**src/rtl/fcd_pkg.sv**
```systemverilog
package fcd_pkg;

    localparam logic [15:0] FAST_TYPE = 16'h0809;
    localparam logic [15:0] CMD_MAGIC = 16'hFA57;
    localparam logic [7:0]  PORT_ALL  = 8'hFF;
    localparam int          HDR_LEN   = 14;

    typedef struct packed {
        logic       valid;
        logic [7:0] data;
        logic       sof;
        logic       eof;
        logic       err;
    } beat_t;

    typedef struct packed {
        logic       vld;
        logic       drop;
        logic [7:0] data;
        logic       sof;
        logic       eof;
        logic       err;
    } stage_t;

    typedef struct packed {
        logic [7:0] cmd_hi;
        logic [7:0] cmd_lo;
        logic [7:0] port;
        logic [7:0] comma;
        logic [7:0] flags;
        logic [4:0] par;
    } fields_t;

endpackage

```
**src/rtl/fcd_delay_line.sv**
```systemverilog
module fcd_delay_line
    import fcd_pkg::*;
#(
    parameter int DEPTH = HDR_LEN
) (
    input  logic  clk,
    input  logic  rst_n,
    input  beat_t in_i,
    input  logic  mark_i,
    output beat_t out_o
);

    typedef struct packed {
        stage_t [DEPTH-1:0] stg;
        logic               in_fast;
    } dl_t;

    dl_t s_d, s_q;

    always_comb begin
        s_d = s_q;
        s_d.stg[0].vld  = in_i.valid;
        s_d.stg[0].drop = mark_i | (s_q.in_fast & ~in_i.sof);
        s_d.stg[0].data = in_i.data;
        s_d.stg[0].sof  = in_i.sof;
        s_d.stg[0].eof  = in_i.eof;
        s_d.stg[0].err  = in_i.err;
        for (int i = 1; i < DEPTH; i++) begin
            s_d.stg[i]      = s_q.stg[i-1];
            s_d.stg[i].drop = s_q.stg[i-1].drop | mark_i;
        end
        if (in_i.valid && in_i.eof) begin
            s_d.in_fast = 1'b0;
        end else if (mark_i) begin
            s_d.in_fast = 1'b1;
        end
    end

    always_ff @(posedge clk or negedge rst_n) begin
        if (!rst_n) s_q <= '0;
        else        s_q <= s_d;
    end

    logic pass;
    assign pass       = s_q.stg[DEPTH-1].vld & ~s_q.stg[DEPTH-1].drop;
    assign out_o.valid = pass;
    assign out_o.data  = pass ? s_q.stg[DEPTH-1].data : 8'h00;
    assign out_o.sof   = pass & s_q.stg[DEPTH-1].sof;
    assign out_o.eof   = pass & s_q.stg[DEPTH-1].eof;
    assign out_o.err   = pass & s_q.stg[DEPTH-1].err;


    drop_mark_chk: assert property (@(posedge clk) disable iff (!rst_n)
        mark_i |=> s_q.stg[DEPTH-1].drop);

endmodule

```
**src/rtl/fcd_field_capture.sv**
```systemverilog
module fcd_field_capture
    import fcd_pkg::*;
#(
    parameter int CNT_W = 5
) (
    input  logic    clk,
    input  logic    rst_n,
    input  beat_t   in_i,
    output logic    mark_o,
    output logic    done_o,
    output logic    ok_o,
    output fields_t fld_o
);

    localparam logic [CNT_W-1:0] CNT_MAX  = {CNT_W{1'b1}};
    localparam logic [CNT_W-1:0] IDX_THI  = CNT_W'(12);
    localparam logic [CNT_W-1:0] IDX_TLO  = CNT_W'(13);
    localparam logic [CNT_W-1:0] IDX_CHI  = CNT_W'(14);
    localparam logic [CNT_W-1:0] IDX_CLO  = CNT_W'(15);
    localparam logic [CNT_W-1:0] IDX_PORT = CNT_W'(16);
    localparam logic [CNT_W-1:0] IDX_COM  = CNT_W'(17);
    localparam logic [CNT_W-1:0] IDX_FLG  = CNT_W'(18);
    localparam logic [CNT_W-1:0] IDX_PAR  = CNT_W'(20);

    typedef struct packed {
        logic [CNT_W-1:0] cnt;
        logic [7:0]       type_hi;
        logic             fast;
        fields_t          fld;
        logic             done;
        logic             ok;
    } fc_t;

    fc_t s_d, s_q;
    logic [CNT_W-1:0] idx;

    assign idx    = in_i.sof ? '0 : s_q.cnt;
    assign mark_o = in_i.valid && (idx == IDX_TLO) &&
                    (s_q.type_hi == FAST_TYPE[15:8]) && (in_i.data == FAST_TYPE[7:0]);

    always_comb begin
        s_d      = s_q;
        s_d.done = 1'b0;
        s_d.ok   = 1'b0;
        if (in_i.valid) begin
            s_d.cnt = (idx == CNT_MAX) ? CNT_MAX : idx + 1'b1;
            unique case (idx)
                IDX_THI:  s_d.type_hi    = in_i.data;
                IDX_CHI:  s_d.fld.cmd_hi = in_i.data;
                IDX_CLO:  s_d.fld.cmd_lo = in_i.data;
                IDX_PORT: s_d.fld.port   = in_i.data;
                IDX_COM:  s_d.fld.comma  = in_i.data;
                IDX_FLG:  s_d.fld.flags  = in_i.data;
                IDX_PAR:  s_d.fld.par    = in_i.data[4:0];
                default: ;
            endcase
            if (in_i.sof) s_d.fast = 1'b0;
            if (mark_o)   s_d.fast = 1'b1;
            if (in_i.eof) begin
                s_d.done = 1'b1;
                s_d.ok   = ~in_i.err & s_q.fast & (idx >= IDX_PAR);
            end
        end
    end

    always_ff @(posedge clk or negedge rst_n) begin
        if (!rst_n) s_q <= '0;
        else        s_q <= s_d;
    end

    assign done_o = s_q.done;
    assign ok_o   = s_q.ok;
    assign fld_o  = s_q.fld;


    done_after_eof_chk: assert property (@(posedge clk) disable iff (!rst_n)
        s_q.done |-> $past(in_i.valid && in_i.eof));

endmodule

```
**src/rtl/fcd_cmd_issue.sv**
```systemverilog
module fcd_cmd_issue
    import fcd_pkg::*;
#(
    parameter int NPORT = 10
) (
    input  logic             clk,
    input  logic             rst_n,
    input  logic             done_i,
    input  logic             ok_i,
    input  fields_t          fld_i,
    output logic [NPORT-1:0] stb_o,
    output logic [7:0]       comma_o,
    output logic [7:0]       flags_o,
    output logic             perr_o,
    output logic             bad_o
);

    localparam logic [7:0] PORT_LIMIT = 8'(NPORT);

    typedef struct packed {
        logic [NPORT-1:0] stb;
        logic [7:0]       comma;
        logic [7:0]       flags;
        logic             perr;
        logic             bad;
    } iss_t;

    iss_t r_d, r_q;
    logic [4:0] par_exp;
    logic       par_ok, magic_ok, bcast, port_ok, cand, fire;

    always_comb begin
        par_exp  = {^fld_i.flags, ^fld_i.comma, ^fld_i.port, ^fld_i.cmd_hi, ^fld_i.cmd_lo};
        par_ok   = (fld_i.par == par_exp);
        magic_ok = ({fld_i.cmd_hi, fld_i.cmd_lo} == CMD_MAGIC);
        bcast    = (fld_i.port == PORT_ALL);
        port_ok  = bcast || (fld_i.port < PORT_LIMIT);
        cand     = done_i & ok_i;
        fire     = cand & par_ok & magic_ok & port_ok;

        r_d       = r_q;
        r_d.perr  = cand & ~par_ok;
        r_d.bad   = cand & par_ok & ~(magic_ok & port_ok);
        for (int i = 0; i < NPORT; i++) begin
            r_d.stb[i] = fire & (bcast | (fld_i.port == 8'(i)));
        end
        if (fire) begin
            r_d.comma = fld_i.comma;
            r_d.flags = fld_i.flags;
        end
    end

    always_ff @(posedge clk or negedge rst_n) begin
        if (!rst_n) r_q <= '0;
        else        r_q <= r_d;
    end

    assign stb_o   = r_q.stb;
    assign comma_o = r_q.comma;
    assign flags_o = r_q.flags;
    assign perr_o  = r_q.perr;
    assign bad_o   = r_q.bad;


    stb_shape_chk: assert property (@(posedge clk) disable iff (!rst_n)
        (|r_q.stb) |-> ($countones(r_q.stb) == 1 || (&r_q.stb)));


    stb_single_cycle_chk: assert property (@(posedge clk) disable iff (!rst_n)
        (|r_q.stb) |=> !(|r_q.stb));


    no_cmd_on_error_chk: assert property (@(posedge clk) disable iff (!rst_n)
        (r_q.perr || r_q.bad) |-> !(|r_q.stb));


    one_error_kind_chk: assert property (@(posedge clk) disable iff (!rst_n)
        !(r_q.perr && r_q.bad));

endmodule

```
**src/rtl/fastcmd_decoder.sv**
```systemverilog
module fastcmd_decoder
    import fcd_pkg::*;
#(
    parameter int NPORT = 10
) (
    input  logic             clk,
    input  logic             rst_n,
    input  logic             in_valid,
    input  logic [7:0]       in_data,
    input  logic             in_sof,
    input  logic             in_eof,
    input  logic             in_err,
    output logic             out_valid,
    output logic [7:0]       out_data,
    output logic             out_sof,
    output logic             out_eof,
    output logic             out_err,
    output logic [NPORT-1:0] cmd_stb,
    output logic [7:0]       cmd_comma,
    output logic [7:0]       cmd_flags,
    output logic             parity_err,
    output logic             bad_cmd
);

    beat_t   in_b, out_b;
    logic    mark, done, ok;
    fields_t fld;

    assign in_b.valid = in_valid;
    assign in_b.data  = in_data;
    assign in_b.sof   = in_sof;
    assign in_b.eof   = in_eof;
    assign in_b.err   = in_err;

    fcd_field_capture #(.CNT_W(5)) u_cap (
        .clk    (clk),
        .rst_n  (rst_n),
        .in_i   (in_b),
        .mark_o (mark),
        .done_o (done),
        .ok_o   (ok),
        .fld_o  (fld)
    );

    fcd_delay_line #(.DEPTH(HDR_LEN)) u_dly (
        .clk    (clk),
        .rst_n  (rst_n),
        .in_i   (in_b),
        .mark_i (mark),
        .out_o  (out_b)
    );

    fcd_cmd_issue #(.NPORT(NPORT)) u_iss (
        .clk     (clk),
        .rst_n   (rst_n),
        .done_i  (done),
        .ok_i    (ok),
        .fld_i   (fld),
        .stb_o   (cmd_stb),
        .comma_o (cmd_comma),
        .flags_o (cmd_flags),
        .perr_o  (parity_err),
        .bad_o   (bad_cmd)
    );

    assign out_valid = out_b.valid;
    assign out_data  = out_b.data;
    assign out_sof   = out_b.sof;
    assign out_eof   = out_b.eof;
    assign out_err   = out_b.err;

endmodule

```
**config.mk**
```make
export PLATFORM = sky130hd
export DESIGN_NAME = fastcmd_decoder
export DESIGN_NICKNAME = d
export VERILOG_FILES = /design/src/rtl/fcd_pkg.sv /design/src/rtl/fcd_delay_line.sv /design/src/rtl/fcd_field_capture.sv /design/src/rtl/fcd_cmd_issue.sv /design/src/rtl/fastcmd_decoder.sv
export SDC_FILE = /design/constraint.sdc
export NUM_CORES = 1
export LEC_CHECK = 0
export ABC_AREA = 1
export BUFFER_PORTS_ARGS = -buffer_cell sky130_fd_sc_hd__buf_4
export CELL_PAD_IN_SITES_DETAIL_PLACEMENT = 0
export CELL_PAD_IN_SITES_GLOBAL_PLACEMENT = 1
export CORE_ASPECT_RATIO = 0.5
export CORE_MARGIN = 2
export CORE_UTILIZATION = 52
export DETAILED_ROUTE_END_ITERATION = 8
export PLACE_DENSITY = 0.88
export SYNTH_ARGS = -nofsm -noshare
export SYNTH_HDL_FRONTEND = slang
export SYNTH_SLANG_ARGS = --single-unit
```
**constraint.sdc**
```tcl
create_clock -name clk -period 3 [get_ports clk]
set_input_delay 0.3 -clock clk [delete_from_list [all_inputs] [get_ports clk]]
set_output_delay 0.3 -clock clk [all_outputs]
set_load 0.005 [all_outputs]
```
# == After elaboration in Yosys (flattened, before gate mapping) ==
# Index checks and enable logic that the tools add are counted.
# totals
ff_bits,272
latchBits,0
ram_bits,0
romBits,0
input_bits,14
word_cells,210
memories,0
# classes
add_sub_neg,1
n_mul,0
n_div,0
order_cmp,2
eq_ne,23
shift,0
n_mux,9
bitwise,53
reduce_logical,21
# ops
cell,n
8-bit XOR reduction,5
"8-bit by 3-bit == test with 1-bit output, second input constant",4
"8-bit by 4-bit == test with 1-bit output, second input constant",4
"5-bit == test, second input constant",5
1-bit bitwise AND,24
1-bit OR,24
"5-bit by 4-bit == test with 1-bit output, second input constant",4
"16-bit == test, second input constant",1
"8-bit by 2-bit == test with 1-bit output, second input constant",2
2-bit AND reduction,8
5-bit 2-to-1 mux,2
"8-bit by 1-bit == test with 1-bit output, second input constant",1
"8-bit == test, second input constant",1
8-bit zero test,1
"8-bit by 4-bit < comparator with 1-bit output, second input constant",1
8-bit 2-to-1 mux,1
"5-bit by 1-bit adder with 5-bit output, second input constant",1
5-bit == test,1
"5-bit >= comparator, second input constant",1
1-bit NOT,5
1-bit logical AND,4
1-bit 2-to-1 mux,4
2-bit 2-to-1 mux,2
2-bit nonzero test,2
1-bit logical OR,1

# == Longest topological paths before layout ==
# depth
depth_word,7
mapped_depth,16

# == Cells and area by module ==
# A second synthesis with hierarchy kept.
# unflattened
cells_unflattened,820
area_unflattened_um2,9811.9
# modules_own_cells
module,n_inst,cells_per_inst,area_each_um2
fcd_delay_line,1,230,4804.6
fcd_field_capture,1,337,2984.1
fcd_cmd_issue,1,253,2023.2

# == Least setup slack after synthesis ==
# Ideal clock, no wire load.
# synth_timing
path_type,reg-to-reg
startpoint,reg u_cap.s_q (netlist bit u_cap.fld_o[31])
endpoint,reg u_iss.r_q (netlist bit u_iss.comma_o[5])
setup_time_ns,0.118
t_arrival_ns,1.763
t_required_ns,2.882
setup_slack_ns,1.119
path_stages_with_launch,14
n_path_buf,1
period_less_slack_ns,1.881
path_cell_list,dfrtp_1 ha_1 or2_1 nand2_1 nand2_1 nand2_1 nand2_1 nand2_1 nand3_1 nor2_2 nand4_4 buf_6 nand2_1 nand2_1
# synth_between
elab_chain_len,5
elab_cells_between_ends,6
cone_classes,eq/ne: 2; bitwise: 3; reduce/logical: 1
# synth_rtl
item,line_no,text
start: declaration,fcd_field_capture.sv:34,"fc_t s_d, s_q;"
start signal: assignment,fcd_field_capture.sv:67,if (!rst_n) s_q <= '0;
start signal: assignment,fcd_field_capture.sv:68,else s_q <= s_d;
8-bit XOR reduction,fcd_cmd_issue.sv:33,"par_exp = {^fld_i.flags, ^fld_i.comma, ^fld_i.port, ^fld_i.cmd_hi, ^fld_i.cmd_lo};"
5-bit == test,fcd_cmd_issue.sv:34,par_ok = (fld_i.par == par_exp);
1-bit bitwise AND,fcd_cmd_issue.sv:39,fire = cand & par_ok & magic_ok & port_ok;
1-bit bitwise AND * (2 in series),fcd_cmd_issue.sv:39,
end signal: assignment,fcd_cmd_issue.sv:55,else r_q <= r_d;
end: declaration,fcd_cmd_issue.sv:28,"iss_t r_d, r_q;"
# Mark *: on every way between the ends. The rest lies on a longest branch, timed or not.
# A chain may end at the register's enable or synchronous reset.

# == Worst setup path in the final report ==
# layout_timing
startpoint,reg u_cap.s_q (netlist bit u_cap.fld_o[23])
endpoint,reg u_iss.r_q (netlist bit u_iss.flags_o[6])
# layout_between
elab_chain_len,5
elab_cells_between_ends,8
cone_classes,order compare: 1; eq/ne: 2; bitwise: 3; reduce/logical: 2
# layout_rtl
item,line_no
8-bit XOR reduction,fcd_cmd_issue.sv:33
5-bit == test,fcd_cmd_issue.sv:34
1-bit bitwise AND (2 in series),fcd_cmd_issue.sv:39
1-bit bitwise AND *,fcd_cmd_issue.sv:39
# Marked as above.

==> flow_summary_export.csv <==
group,metric,value,unit
placed_design,portBuffers,53,
worst_setup_path,cp_data_arrival_time,2720,ps
worst_setup_path,critical-path-slowest-cell,"nand4_4",
hold_path,worst_hold_path_type,"register to register",
sta,achievable-frequency,432,MHz
clock_network,clk_root_buffer_cell,"clkbuf_16",
die,coreArea,0.0174,sq mm
sta,setup_viol,0,
placed_design,place_congestion,0.815,
worst_setup_path,critPathMostFrequentCell,"nand2_1",
synth,netlist_instances,751,
power,power_frac_seq,0.513,
global_route,grt_pass1_vias,5464,
power,p_int,5.90,mW
global_route,globalRouteMet1Util,0.268,
clock_network,cts_sinks,272,
die,fp.dieW,192,microns
global_route,global_route.usage.total,0.195,
global_route,grt-ovfl-total,0,
sta,finalHoldViolCount,0,
worst_setup_path,worst-setup-path-type,"register to register",
cells_and_area,antenna_cells_inserted,0,
synth,synth_edf_count,0,
sta,final_critical_path_setup_slack,683,ps
worst_setup_path,series_of_cell_instances_along_the_critical_path,"inv_1 > ha_1 > a21oi_1 > nor2_1 > o21a_1 > nor3_4 > buf_4 > nand4_4 > nand2_1 > nand2_1",
power,static-leakage-power,5.46,nW
clock_network,clock_latency,520,ps
worst_setup_path,end_kind,"register",
detailed_routing,route.detailed.vias_per_inst,4.82,
synth,synth_flop_cell,"dfrtp_1",
worst_setup_path,timing.critical_path.max_delay_family,"simple AND/OR/NAND/NOR gates",
hold_path,hold_start,"u_dly.s_d[16]",
die,floorplan.die_area,0.0189,sq mm
detailed_routing,finalWirelength,17100,microns
cells_and_area,layout-area-overhead-vs-synth,17.5,%
global_route,grt.met2_usage,0.328,
sta,rsz0062_at_grt,"no",
synth,synth.cell_area,0.00921,sq mm
worst_setup_path,worst-endpoint-required,3400,ps
clock_network,cts.repair_timing.setup_buffer_count,0,
clock_network,cts.reportedPaths.clkPinSlew,80,ps
global_route,grt_util_met3,0.0377,
die,initial_core_util,0.530,
cells_and_area,drive_gt1_frac,0.140,
synth,post_synth_num_cell_types,30,
hold_path,hold_path_depth,0,
worst_setup_path,rr_worst_depth,10,
worst_setup_path,crit_buf_inv,2,
detailed_routing,vias,5238,
detailed_routing,final_antenna_net_count,0,
clock_network,htree_num_levels,1,
power,switching_share,0.241,
clock_network,cts_resized,0,
synth,synth.largest_area_cell,"dfrtp_1",
placed_design,detailedPlace.worstSlack,707,ps
die,die_h,98.1,microns
power,powerDensity,718,mW/mm^2
die,ioPinCount,54,
global_route,grt_busiest_layer,"met2",
power,vdd_ir_max,0.414,mV
sta,slew-limit-headroom,0.447,
clock_network,tritoncts_clock_tree,"built",
die,floorplan.rows,34,
clock_network,clockBufferDepth,3,
sta,finClkSkew,17.0,ps
detailed_routing,firstDrtPassIters,4,
power,power_spent_charging_and_discharging_nets,1.87,mW
placed_design,dp_hpwl,10500,microns
run_status,run_status,"complete, no violations",
global_route,grt_pass1_wl,28400,microns
clock_network,cts-buffers-inserted,23,
detailed_routing,drc_violation_count_after_routing,0,
global_route,antenna_found_initial,0,
worst_setup_path,worst_r2r_endpoint,"u_iss.flags_o[6]",
synth,synth_async_sr_flop_share,1.00,
worst_setup_path,reg2reg_setup_slack,680,ps
power,power_frac_clock,0.397,
sta,setup_total_negative_slack,0,ps
synth,ys_seq_area_frac,0.739,
sta,tightest_slew,823,ps
synth,synth_top_area_share,0.739,
worst_setup_path,cp-start-kind,"register",
synth,top_cells_by_area_in_the_synthesized_netlist,"dfrtp_1 74%, nand2_1 6.4%, inv_1 3.8%",
worst_setup_path,path_max_fanout,26,
synth,synth-warning-count,0,
hold_path,holdPathEnd,"u_dly.s_d[29]",
cells_and_area,design.final.nets,875,
worst_setup_path,cpPeakStageDelay,460,ps
run,maxCapViolations,0,
sta,timing.final.crit_period,2320,ps
sta,final_max_slew_viol_count,0,
worst_setup_path,crit-reg2reg-launch,"u_cap.fld_o[23]",
synth,synth_net_count,790,
synth,number_of_register_bits_inferred_by_synthesis,272,
power,p_comb_frac,0.091,
detailed_routing,drt-wirelength-per-cell,15.8,microns
synth,synth.avg_cell_area,12.3,sq um
synth,yosys.cell_count.top_type,"dfrtp_1",
sta,layout_worst_path_cycle_share,0.772,
synth,yosys-top-cells-count,"272 x dfrtp_1, 157 x nand2_1, 92 x inv_1",
detailed_routing,first_iter_violations,276,
global_route,grt_max_degree,97,
## layout make-up
cell class | count | area, sq um
Timing Repair Buffer | 74 | 608
Inverter | 94 | 353
Clock buffer | 33 | 683
Multi-Input combinational cell | 371 | 1970
Clock inverter | 8 | 110
Fill cell | 1291 | 6530
Tap cell | 234 | 293
Sequential cell | 272 | 6810
## power by group through the flow
stage / Clock, mW / Sequential, mW / Combinational [mW]
floorplan: 0 / 4.02 / 0.459
global placement: 0 / 4.03 / 0.665
detailed placement: 0 / 4.05 / 0.685
CTS: 3.17 / 3.99 / 0.713
global route: 3.33 / 4.01 / 0.819
finish: 3.08 / 3.98 / 0.704
## layout by cell type (no fill, tap or decap), types with 3 or more instances in the layout
cell type      instances
clkbuf_16             23
nand4_1                8
ha_1                  25
inv_1                 92
nand2_1              157
clkbuf_8               7
clkinv_2               3
clkbuf_1               3
nand3_1               44
xor2_1                 5
a21oi_2               10
buf_4                 59
nor2_2                 4
dfrtp_1              272
xnor2_1                4
o21ai_0               53
nor4_1                 4
a21oi_1               13
dlygate4sd3_1         13
nor2_1                31
## timing repair
item	CTS	global route
setup endpoints to repair	0	0
endpoints found under the hold margin	104	0
hold buffers	13	0
## stage by stage
step	hold WS, ps	cell area (sq um)	power [mW]	cells	utilization
after floorplan	4.41	9210	4.47	751	-
after global placement	331	9900	4.69	1032	0.570
after detailed placement	335	9900	4.73	1032	0.570
after CTS	332	10800	7.87	1086	0.624
after global routing	341	10800	8.16	1086	0.624
final	330	10800	7.77	1086	0.624
## worst max path at each step
| stage | start | end | slack [ps] | cells past startpoint |
|---|---|---|---|---|
| floorplan | u_cap.fld_o[31] | u_iss.comma_o[5] | 1120 | 13 |
| global placement | u_cap.fld_o[31] | u_iss.flags_o[5] | 840 | 12 |
| detailed placement | u_cap.fld_o[23] | u_iss.comma_o[5] | 710 | 10 |
| CTS | u_cap.fld_o[23] | u_iss.comma_o[5] | 660 | 10 |
| global route | u_cap.fld_o[21] | u_iss.comma_o[5] | 450 | 11 |
| finish | u_cap.fld_o[23] | u_iss.flags_o[6] | 680 | 10 |
## registers in the layout, indices dropped and copies added, names as in the netlist
| name | count |
|---|---|
| u_iss.perr_o | 1 |
| u_cap.fld_o | 45 |
| u_iss.bad_o | 1 |
| u_cap.ok_o | 1 |
| u_iss.comma_o | 8 |
| u_iss.flags_o | 8 |
| u_cap.s_q | 14 |
| u_dly.s_d | 156 |
| u_iss.stb_o | 10 |
| u_dly.s_q | 27 |
| u_cap.done_o | 1 |
## per-layer routing
layer / part of all wire / wire length (microns)
met1: 0.46 / 7800
met4: 0.015 / 252
met2: 0.50 / 8560
met3: 0.030 / 506
met5: 0 / 0
## cell families after synthesis
logic type      Yosys count  synth area share
buf+inv                 108            0.0469
fa+ha+maj                25            0.0340
simple gates            258             0.124
flops                   272             0.739
xor+xnor                  9           0.00856
compound gates           79            0.0478
(Power assumes the default switching activity.)
